`config.mk`:
```
export PLATFORM = sky130hd
export DESIGN_NAME = cycle_seq
export DESIGN_NICKNAME = d
export VERILOG_FILES = /design/src/rtl/cycle_seq_pkg.sv /design/src/rtl/cycle_seq_ctrl.sv /design/src/rtl/cycle_seq_dp.sv /design/src/rtl/cycle_seq.sv
export SDC_FILE = /design/constraint.sdc
export NUM_CORES = 1
export LEC_CHECK = 0
export BUFFER_PORTS_ARGS = -buffer_cell sky130_fd_sc_hd__buf_2
export CAP_MARGIN = 20
export CORE_MARGIN = 5
export CORE_UTILIZATION = 30
export CTS_CLUSTER_SIZE = 10
export DETAILED_ROUTE_END_ITERATION = 12
export PLACE_DENSITY = 0.51
export SETUP_SLACK_MARGIN = 0.3
export SYNTH_ARGS = -nofsm -noshare
export SYNTH_HDL_FRONTEND = slang
export SYNTH_HIERARCHICAL = 1
export SYNTH_SLANG_ARGS = --single-unit
```
`constraint.sdc`:
```
create_clock -name clk -period 2.62 [get_ports clk]
set_input_delay 0.655 -clock clk [delete_from_list [all_inputs] [get_ports clk]]
set_output_delay 0.655 -clock clk [all_outputs]
set_load 0.03 [all_outputs]
```
`src/rtl/cycle_seq_pkg.sv`:
```
package cycle_seq_pkg;

  typedef enum logic [2:0] {
    PH_FETCH   = 3'd0,
    PH_ADVANCE = 3'd1,
    PH_DECODE  = 3'd2,
    PH_OPERAND = 3'd3,
    PH_EXECUTE = 3'd4
  } phase_e;

  typedef enum logic [1:0] {
    OP_ADD   = 2'b00,
    OP_LOAD  = 2'b01,
    OP_STORE = 2'b10,
    OP_JUMP  = 2'b11
  } opcode_e;

  // Strobes from the controller to the datapath
  typedef struct packed {
    logic irLoad;      // capture read data into the instruction register
    logic ipInc;       // advance the instruction pointer
    logic ipJump;      // overwrite the pointer with the operand field
    logic mdrLoad;     // capture operand data
    logic regWe;       // write register A
    logic regSrcMem;   // write-back source: operand data instead of adder
    logic addrOperand; // address the operand field instead of the pointer
    logic memRd;
    logic memWr;
  } strobe_t;

endpackage

```
`src/rtl/cycle_seq_ctrl.sv`:
```
module cycle_seq_ctrl
  import cycle_seq_pkg::*;
(
  input  logic    clk,
  input  logic    rst,
  input  opcode_e irOp,
  input  logic    memReady,
  output phase_e  phase,
  output strobe_t strobe
);

  phase_e  state;
  phase_e  nextState;
  opcode_e decOp;

  always_ff @(posedge clk) begin
    if (rst) begin
      state <= PH_FETCH;
      decOp <= OP_ADD;
    end else begin
      state <= nextState;
      if (state == PH_DECODE) decOp <= irOp;
    end
  end

  always_comb begin
    strobe    = '0;
    nextState = state;
    unique case (state)
      PH_FETCH: begin
        strobe.memRd = 1'b1;
        if (memReady) begin
          strobe.irLoad = 1'b1;
          nextState     = PH_ADVANCE;
        end
      end
      PH_ADVANCE: begin
        strobe.ipInc = 1'b1;
        nextState    = PH_DECODE;
      end
      PH_DECODE: begin
        nextState = (irOp == OP_LOAD) ? PH_OPERAND : PH_EXECUTE;
      end
      PH_OPERAND: begin
        strobe.memRd       = 1'b1;
        strobe.addrOperand = 1'b1;
        if (memReady) begin
          strobe.mdrLoad = 1'b1;
          nextState      = PH_EXECUTE;
        end
      end
      PH_EXECUTE: begin
        unique case (decOp)
          OP_ADD: begin
            strobe.regWe = 1'b1;
            nextState    = PH_FETCH;
          end
          OP_LOAD: begin
            strobe.regWe     = 1'b1;
            strobe.regSrcMem = 1'b1;
            nextState        = PH_FETCH;
          end
          OP_STORE: begin
            strobe.memWr       = 1'b1;
            strobe.addrOperand = 1'b1;
            if (memReady) nextState = PH_FETCH;
          end
          OP_JUMP: begin
            strobe.ipJump = 1'b1;
            nextState     = PH_FETCH;
          end
          default: nextState = PH_FETCH;
        endcase
      end
      default: nextState = PH_FETCH;
    endcase
  end

  assign phase = state;

endmodule

```
`src/rtl/cycle_seq_dp.sv`:
```
module cycle_seq_dp
  import cycle_seq_pkg::*;
#(
  parameter int DW   = 8,
  parameter int AW   = 8,
  parameter int NREG = 4
) (
  input  logic                          clk,
  input  logic                          rst,
  input  strobe_t                       strobe,
  input  logic [DW-1:0]                 memRdata,
  output logic [AW-1:0]                 memAddr,
  output logic [DW-1:0]                 memWdata,
  output opcode_e                       irOp,
  output logic [DW-3-$clog2(NREG):0]    irImm,
  output logic [AW-1:0]                 instrPtr
);

  localparam int RIW  = $clog2(NREG);
  localparam int IMMW = DW - 2 - RIW;

  logic [AW-1:0]   ip;
  logic [DW-1:0]   ir;
  logic [DW-1:0]   mdr;
  logic [DW-1:0]   regFile [NREG];
  logic [RIW-1:0]  raIdx;
  logic [RIW-1:0]  rbIdx;
  logic [IMMW-1:0] imm;
  logic [DW-1:0]   aluSum;
  logic [DW-1:0]   wrData;

  assign raIdx = ir[DW-3 -: RIW];
  assign imm   = ir[IMMW-1:0];
  assign rbIdx = imm[RIW-1:0];

  assign aluSum = regFile[raIdx] + regFile[rbIdx];
  assign wrData = strobe.regSrcMem ? mdr : aluSum;

  always_ff @(posedge clk) begin
    if (rst) begin
      ip  <= '0;
      ir  <= '0;
      mdr <= '0;
    end else begin
      if (strobe.irLoad)  ir  <= memRdata;
      if (strobe.mdrLoad) mdr <= memRdata;
      if (strobe.ipJump)     ip <= AW'(imm);
      else if (strobe.ipInc) ip <= ip + AW'(1);
    end
  end

  for (genvar g = 0; g < NREG; g++) begin : gReg
    always_ff @(posedge clk) begin
      if (rst) regFile[g] <= '0;
      else if (strobe.regWe && raIdx == RIW'(g)) regFile[g] <= wrData;
    end
  end

  assign memAddr  = strobe.addrOperand ? AW'(imm) : ip;
  assign memWdata = regFile[raIdx];
  assign irOp     = opcode_e'(ir[DW-1 -: 2]);
  assign irImm    = imm;
  assign instrPtr = ip;

endmodule

```
`src/rtl/cycle_seq.sv`:
```
module cycle_seq
  import cycle_seq_pkg::*;
#(
  parameter int DW   = 8,
  parameter int AW   = 8,
  parameter int NREG = 4
) (
  input  logic          clk,
  input  logic          rst,
  output logic [AW-1:0] memAddr,
  output logic          memRd,
  output logic          memWr,
  output logic [DW-1:0] memWdata,
  input  logic [DW-1:0] memRdata,
  input  logic          memReady,
  output logic [2:0]    phase
);

  localparam int IMMW = DW - 2 - $clog2(NREG);

  strobe_t         strobe;
  phase_e          curPhase;
  opcode_e         irOp;
  logic [IMMW-1:0] irImm;
  logic [AW-1:0]   instrPtr;

  cycle_seq_ctrl u_ctrl (
    .clk      (clk),
    .rst      (rst),
    .irOp     (irOp),
    .memReady (memReady),
    .phase    (curPhase),
    .strobe   (strobe)
  );

  cycle_seq_dp #(.DW(DW), .AW(AW), .NREG(NREG)) u_dp (
    .clk      (clk),
    .rst      (rst),
    .strobe   (strobe),
    .memRdata (memRdata),
    .memAddr  (memAddr),
    .memWdata (memWdata),
    .irOp     (irOp),
    .irImm    (irImm),
    .instrPtr (instrPtr)
  );

  assign memRd = strobe.memRd;
  assign memWr = strobe.memWr;
  assign phase = curPhase;

endmodule


```
Yosys cells after proc, flatten, opt, wreduce, memory -nomap -nowiden

Memories as Yosys holds them, arrays and structs flattened. A register that Yosys moved wholly into a read port is not among the register bits.
Cells that the tools add are included.

Add/subtract/negate cells: 2
Reduce and logical (&&, ||, !) cells: 13
Mux-type cells: 45
Equal/unequal tests: 14
Bitwise gates (word level): 4

Operators with widths:

| operator              | number |
|---|---|
| $mux W8               | 6 |
| $mux W1               | 25 |
| $pmux W3 S5           | 1 |
| $mux W3               | 4 |
| $mux W2               | 5 |
| $add A8 B1 Y8 const B | 1 |
| $add A8 B8 Y8         | 1 |
| $eq A2 B2 Y1 const B  | 4 |
| $mux W4               | 2 |
| $eq A2 B1 Y1 const B  | 3 |
| $eq A3 B2 Y1 const B  | 2 |
| $pmux W3 S2           | 1 |
| $reduce_or A2 Y1      | 3 |
| $logic_and A1 B1 Y1   | 4 |
| $logic_not A2 Y1      | 2 |
| $ne A2 B2 Y1 const B  | 2 |
| $or A1 B1 Y1          | 4 |
| $eq A3 B1 Y1 const B  | 1 |
| $eq A3 B3 Y1 const B  | 1 |
| $logic_not A3 Y1      | 1 |
| $ne A3 B3 Y1 const B  | 1 |
| $reduce_and A3 Y1     | 1 |
| $reduce_or A3 Y1      | 1 |
| $pmux W1 S2           | 1 |
| $reduce_bool A2 Y1    | 1 |

Word-level logic and storage cells: 85
Memories: 1
RAM bits: 32
Input port bits: 11
Register bits: 29

Memories:

| memory       | depth | bits a word | read ports | clocked after Yosys merged registers in | wr ports | line               | text |
|---|---|---|---|---|---|---|---|
| u_dp.regFile | 4     | 8           | 2          | 2                                       | 4        | cycle_seq_dp.sv:25 | `logic [DW-1:0] regFile [NREG];` |

Longest topological paths before layout

Gate-level depths: netlist (run 1).

Word-level depth: 9
Mapped depth: 10
Depth with buffers taken out: 9

Modules after synthesis

Netlist (run 1), hierarchy kept.

Modules (own cells, without submodules):

| module         | area each (µm²) | seq. area each (µm²) | cells an instance | times used |
|---|---|---|---|---|
| cycle_seq_dp   | 3106.7          | 1521.5               | 265               | 1 |
| cycle_seq_ctrl | 336.6           | 100.1                | 40                | 1 |

Least setup slack after synthesis (run 1)

Ideal clock, no wire load.

Path kind: reg-to-output
Start: register u_ctrl.state[2] (netlist: u_ctrl/phase[2])
End: output memAddr[0]
Data arrival time: 2305 ps
Setup slack: -340 ps
Cell stages (with the launch flop): 7
Buffers on the path: 2
Required time: 1965 ps
Cells stage by stage: dfxtp_1 > buf_6 > or3b_4 > nor3b_4 > a31o_1 > clkbuf_1 > mux2_2

RTL lines:

| what                     | line                 | text |
|---|---|---|
| start: declaration       | cycle_seq_ctrl.sv:12 | `phase_e state;` |
| start signal: assignment | cycle_seq_ctrl.sv:21 | `state <= nextState;` |
| end: declaration         | cycle_seq.sv:10      | `output logic [AW-1:0] memAddr,` |

==> metrics.md, run 1 <==
| Metric | Value |
|---|---|
| Worst slew pin tran | `0.482 ns` |
| Hold WC Path Type | `flop to flop` |
| Tcrit/Tclk final | `98.1%` |
| Post-DP HPWL | `5910 microns` |
| CTS buffer count | `9` |
| # diodes | `0` |
| Global route overflow | `0` |
| Setup Skew | `0.00759 ns` |
| Vias | `2,473` |
| Flop pwr share | `39.8%` |
| Worst Path Arrival | `1.91 ns` |
| Vias/cell | `4.88` |
| Worst setup path start | `u_ctrl/phase[2]` |
| Initial Util | `30.3%` |
| Hold Startpoint | `u_dp/mdr[4]` |
| Initial antenna violation count | `0` |
| Clk buf depth | `2` |
| # fillers | `1,083` |
| Avg WL per Cell | `16.9 microns` |
| Clk root buf | `clkbuf_16` |
| Die height | `117 microns` |
| Reg2reg end | `u_dp/regFile[0][6]` |
| Global-route wire length before repair | `13,600 microns` |
| RSZ-0062 raised after global routing | `yes` |
| Slew Limit Fails | `0` |
| Min Tclk post-route | `2.57 ns` |
| Capture point of the critical path | `memAddr[0]` |
| Hold Slack | `0.496 ns` |
| Leakage | `0.00171 uW` |
| Worst setup path class | `flop to output pin` |
| Input/output buffers | `31` |
| Die area | `0.0136 sq mm` |
| Synthesized Nets | `321` |
| Pwr Density | `629 mW/mm^2` |
| TritonCTS Sinks | `65` |
| Vias in the first global route | `2,511` |
| DRT Wirelength | `8550 microns` |
| H-tree depth | `3` |
| Worst setup EP type | `output pin` |
| Yosys warning count | `6` |
| Clk_lat worst skew | `0.32 ns` |
| Drt first pass iters | `4` |
| Reg2Reg Setup Slack | `0.05 ns` |
| Relative slew slack | `67.9%` |
| Core region area | `0.0113 sq mm` |
| Comb power frac | `20.4%` |
| Fin. Hold Viols | `0` |
| Sw frac | `26.1%` |
| Clk slew on worst S/H paths | `0.05 ns` |
| DRC viols | `0` |
| TNS Setup | `0 ns` |
| Syn avg cell area | `11.3 sq um` |
| Path depth of the worst reg2reg path | `9` |
| Clk pwr share | `39.8%` |
| Layout cells sized above 1 | `39.3%` |
| Die width | `117 microns` |
| Max cap viols | `0` |
| CTS tree | `yes` |
| Initial DRC Count | `105` |
| Largest net degree at the start of global routing | `35` |
| Maximum vdd drop | `0.397 mV` |
| Int Power | `2110 uW` |
| Mapped Cells | `301` |
| FMAX | `389 MHz` |
| Row count | `39` |
| Nets | `379` |
| GPL Wtd Cong | `0.781` |
| GRT Overall Usage | `13.3%` |
| Final Util | `40.3%` |
| Post-route ant nets | `0` |
| # hold bufs at CTS | `0` |
| Setup violations, final | `0` |
| Worst endpoint required time | `1.97 ns` |
| I/O pin count | `32` |
| Worst Setup Start Kind | `flop` |
| Sw Pwr | `745 uW` |
| Area grow syn2layout | `33.1%` |
| CP max FO | `5` |
| Status | `finished, final reports clean` |
| Synthesized cell area | `0.00341 sq mm` |
[cell type report]
class	instances	area [sq um]	area share (%)
multi-input combinational	213	1890	41.6
sequential	65	1640	36.0
timing repair buffer	64	533	11.7
clock buffer	12	236	5.21
tap	143	179	3.94
clock inverter	4	43.8	0.964
inverter	6	23.8	0.523
[placed cells by master (no fill, tap or decap), types with 6 or more instances in the layout]
| master | count |
|---|---|
| nor2_1 | 56 |
| mux2i_1 | 19 |
| nor3_1 | 7 |
| nor2b_1 | 12 |
| dfxtp_1 | 27 |
| ha_4 | 6 |
| buf_2 | 18 |
| buf_6 | 16 |
| nand2_1 | 15 |
| edfxtp_1 | 32 |
| a21oi_1 | 7 |
| mux4_2 | 16 |
| clkbuf_16 | 9 |
| buf_4 | 26 |
[critical path, cell delays in order (launching register included)]
cell and delay [ns]:
dfxtp_4 0.33, or3b_4 0.39, nor3b_4 0.22, a31o_4 0.19
mux2_4 0.32, buf_6 0.14
[metal layers]
metal	vias up	track usage, %	wire length, microns
li1	1204	-	-
met1	1214	17.1	3810
met2	48	22.2	4260
met3	7	3.78	396
met4	0	3.44	83
met5	-	0	0
[timing repair]
action / 4_1_cts / 5_1_grt
endpoints found under the hold margin: 0 / 0
pin swaps: 6 / 6
gates resized for setup: 33 / 29
endpoints found under the setup margin: 31 / 44
gates cloned: 0 / 0
setup buffers: 9 / 5
[metrics by stage]
step	instances	instance area, sq um	total power, uW	setup slack (ns)
final	507	4540	2860	0.0503
after global routing	507	4540	2980	-0.0542
after global placement	477	3930	1650	0.0557
after detailed placement	477	3930	1650	0.0278
after CTS	502	4400	2840	0.0433
after floorplan	301	3540	1520	-0.0210
[sequential cells by signal, summed over array words and instances (netlist names), named ones only]
register / count
u_ctrl/decOp: 2
u_ctrl/phase: 3
u_dp/instrPtr: 8
u_dp/ir: 8
u_dp/mdr: 8
u_dp/regFile: 32
[power by group through the flow]
stage | Combinational (uW) | Clock (uW) | Sequential (uW)
floorplan | 368 | 0 | 1150
global placement | 490 | 0 | 1160
detailed placement | 490 | 0 | 1160
CTS | 540 | 1160 | 1140
global route | 633 | 1210 | 1140
finish | 583 | 1140 | 1140
[worst min path at each step]
stage	to	slack (ns)	cells past startpoint
detailed placement	u_dp/mdr[4]	0.49	2
floorplan	u_dp/mdr[7]	0.45	2
CTS	u_dp/mdr[4]	0.50	2
global placement	u_dp/mdr[4]	0.47	2
finish	u_dp/mdr[4]	0.50	2
global route	u_dp/mdr[5]	0.53	2
Note: power is estimated with default switching activity, not from simulation.
==> run 2, diff against run 1 <==
BUFFER_PORTS_ARGS = unset   (was -buffer_cell sky130_fd_sc_hd__buf_2)
DONT_BUFFER_PORTS = 1   (was unset)
PLACE_DENSITY = 0.48   (was 0.51)
RECOVER_POWER = 50   (was unset)
==> run 2 against run 1 <==
Effect of this change:
- combinational power is 3% lower
- sequential share of layout area is 1.5 points higher
- final area is 4.4% lower
- count of clock-buffer cells in the layout is 2 lower
- critical endpoint is now u_dp/regFile[2][7]
==> metrics.md, run 2 (synthesized netlist as in run 1, its figures left out) <==
| Metric | Value |
|---|---|
| FMAX | `386 MHz` |
| Clk_lat worst skew | `0.32 ns` |
| Worst Setup Start Kind | `flop` |
| CP Cell Sequence | `buf_12, buf_12, buf_12, mux4_2, ha_4, nand2_2, or2_4, a311oi_4, nor4b_1` |
| Avg WL per Cell | `17.0 microns` |
| Die width | `117 microns` |
| Worst endpoint required time | `2.68 ns` |
| Finished Cell Area | `0.00434 sq mm` |
| CTS buffer count | `9` |
| Most common cell after layout, fill and taps aside | `nor2_1` |
| Top delay family on crit path | `multiplexers` |
| Vias in the first global route | `2,498` |
| GPL Wtd Cong | `0.758` |
| Final Util | `38.5%` |
| Most frequent cells in the layout | `nor2_1 (56), edfxtp_1 (32), dfxtp_1 (30)` |
| Worst setup path class | `flop to flop` |
| Max stage delay on crit path | `0.53 ns` |
| Worst slew pin tran | `0.690 ns` |
| Global-route wire length before repair | `13,200 microns` |
| Setup Skew | `0.00303 ns` |
| Die area | `0.0136 sq mm` |
| Worst Hold Endpoint | `u_ctrl/phase[1]` |
| Global route overflow | `0` |
| Number of flip-flops under the largest register name | `32` |
| H-tree depth | `3` |
| Min Tclk post-route | `2.59 ns` |
| Reg2Reg Setup Slack | `0.03 ns` |
| Setup violations, final | `0` |
| Drt first pass iters | `4` |
| Row count | `39` |
| Largest register by flop count | `u_dp/regFile` |
| Worst setup EP type | `flop` |
| Post-route ant nets | `0` |
| Slew Limit Fails | `0` |
| Clk buf depth | `2` |
| Status | `finished, final reports clean` |
| Leakage | `0.00157 uW` |
| Hold WC Path Type | `primary input to flop` |
| Initial DRC Count | `114` |
| Largest net degree at the start of global routing | `36` |
| Pwr Density | `634 mW/mm^2` |
| Area grow syn2layout | `27.2%` |
| Most Frequent Cell on Critical Path | `buf_12` |
| Critical-path top delay cell | `mux4_2` |
| Initial Util | `30.3%` |
| Die height | `117 microns` |
| TNS Setup | `0 ns` |
| Vias | `2,410` |
| Post-DP HPWL | `6060 microns` |
| Fin. Hold Viols | `0` |
| Relative slew slack | `54.0%` |
| Vias/cell | `4.99` |
| Max cap viols | `0` |
| I/O pin count | `32` |
| RSZ-0062 raised after global routing | `yes` |
| Initial antenna violation count | `0` |
| DRC viols | `0` |
| GRT Overall Usage | `12.7%` |
| WHS Path Cells | `1` |
| Non-Filler Instances | `483` |
| Nets | `355` |
| Clk slew on worst S/H paths | `0.05 ns` |
| CP max FO | `5` |
| Layout cells sized above 1 | `32.6%` |
| Tcrit/Tclk final | `98.9%` |
| Cells after DPL | `457` |
| Input/output buffers | `0` |
| Maximum vdd drop | `0.399 mV` |
| TritonCTS Sinks | `65` |
| Reg2reg end | `u_dp/regFile[2][7]` |
| Area after DPL | `0.00386 sq mm` |
| Hold Startpoint | `rst` |
| Path depth of the worst reg2reg path | `9` |
| Clk root buf | `clkbuf_16` |
| Worst Path Arrival | `2.65 ns` |
| CTS tree | `yes` |
| Buf/Inv on CP | `3` |
| # diodes | `0` |
| DRT Wirelength | `8210 microns` |
| Core region area | `0.0113 sq mm` |
[run 2: cell count changes in the layout (fill, tap and decap cells not counted), sizes merged]
cell      delta
buf         -28
clkbuf       +2
clkinv       +1
clkinvlp     +2
bufinv       -1
[run 2: layout make-up]
cell class	count	area, sq um
clock inverters	6	35.0
inverters	6	23.8
multi-input cells	213	1890
fillers	1077	6930
flip-flops and latches	65	1630
well taps	143	179
clock buffers	10	229
repair buffers	40	350
[run 2: worst max path at each step]
stage                          from                  to  slack [ns]  depth (start not counted)
detailed placement             flop  u_dp/regFile[2][6]       -0.02                         10
global placement               flop  u_dp/regFile[0][6]        0.03                         10
global route                   flop  u_dp/regFile[2][6]       -0.06                         10
floorplan           u_ctrl/phase[2]          memAddr[0]       -0.02                          6
CTS                            flop  u_dp/regFile[2][6]        0.05                         10
finish                         flop  u_dp/regFile[2][7]        0.03                          9
[run 2: routing by layer]
metal,vias up,wire length [microns],GRT usage [%]
met3,11,468,3.32
met5,-,0,0
met4,0,129,4.82
met1,1184,3800,16.6
li1,1161,-,-
met2,54,3810,20.3
[run 2: stage by stage]
step	worst slack (ns)	power [uW]	hold WS, ns
after floorplan	-0.0210	1520	0.451
after global placement	0.0262	1640	0.465
after detailed placement	-0.0201	1640	0.483
after CTS	0.0475	2740	0.385
after global routing	-0.0650	2880	0.395
final	0.0286	2750	0.403
[run 2: power breakdown]
group | total [uW] | switching, uW | internal [uW] | leakage (uW)
clock | 1050 | 415 | 632 | 0.000128
sequential | 1140 | 34.8 | 1110 | 0.000601
combinational | 563 | 297 | 266 | 0.000839
[run 2: worst register-to-register path: stages (launching register included)]
cell,delay (ns)
dfxtp_2,0.34
buf_12,0.13
buf_12,0.10
buf_12,0.10
mux4_2,0.54
ha_4,0.31
nand2_2,0.06
or2_4,0.26
a311oi_4,0.40
nor4b_1,0.10
[run 2: repair_timing]
action                                  CTS  global route
hold buffers                              0             0
endpoints found under the setup margin   34            40
pin swaps                                10            12
setup buffers                             5             5
resized for setup                        23            14
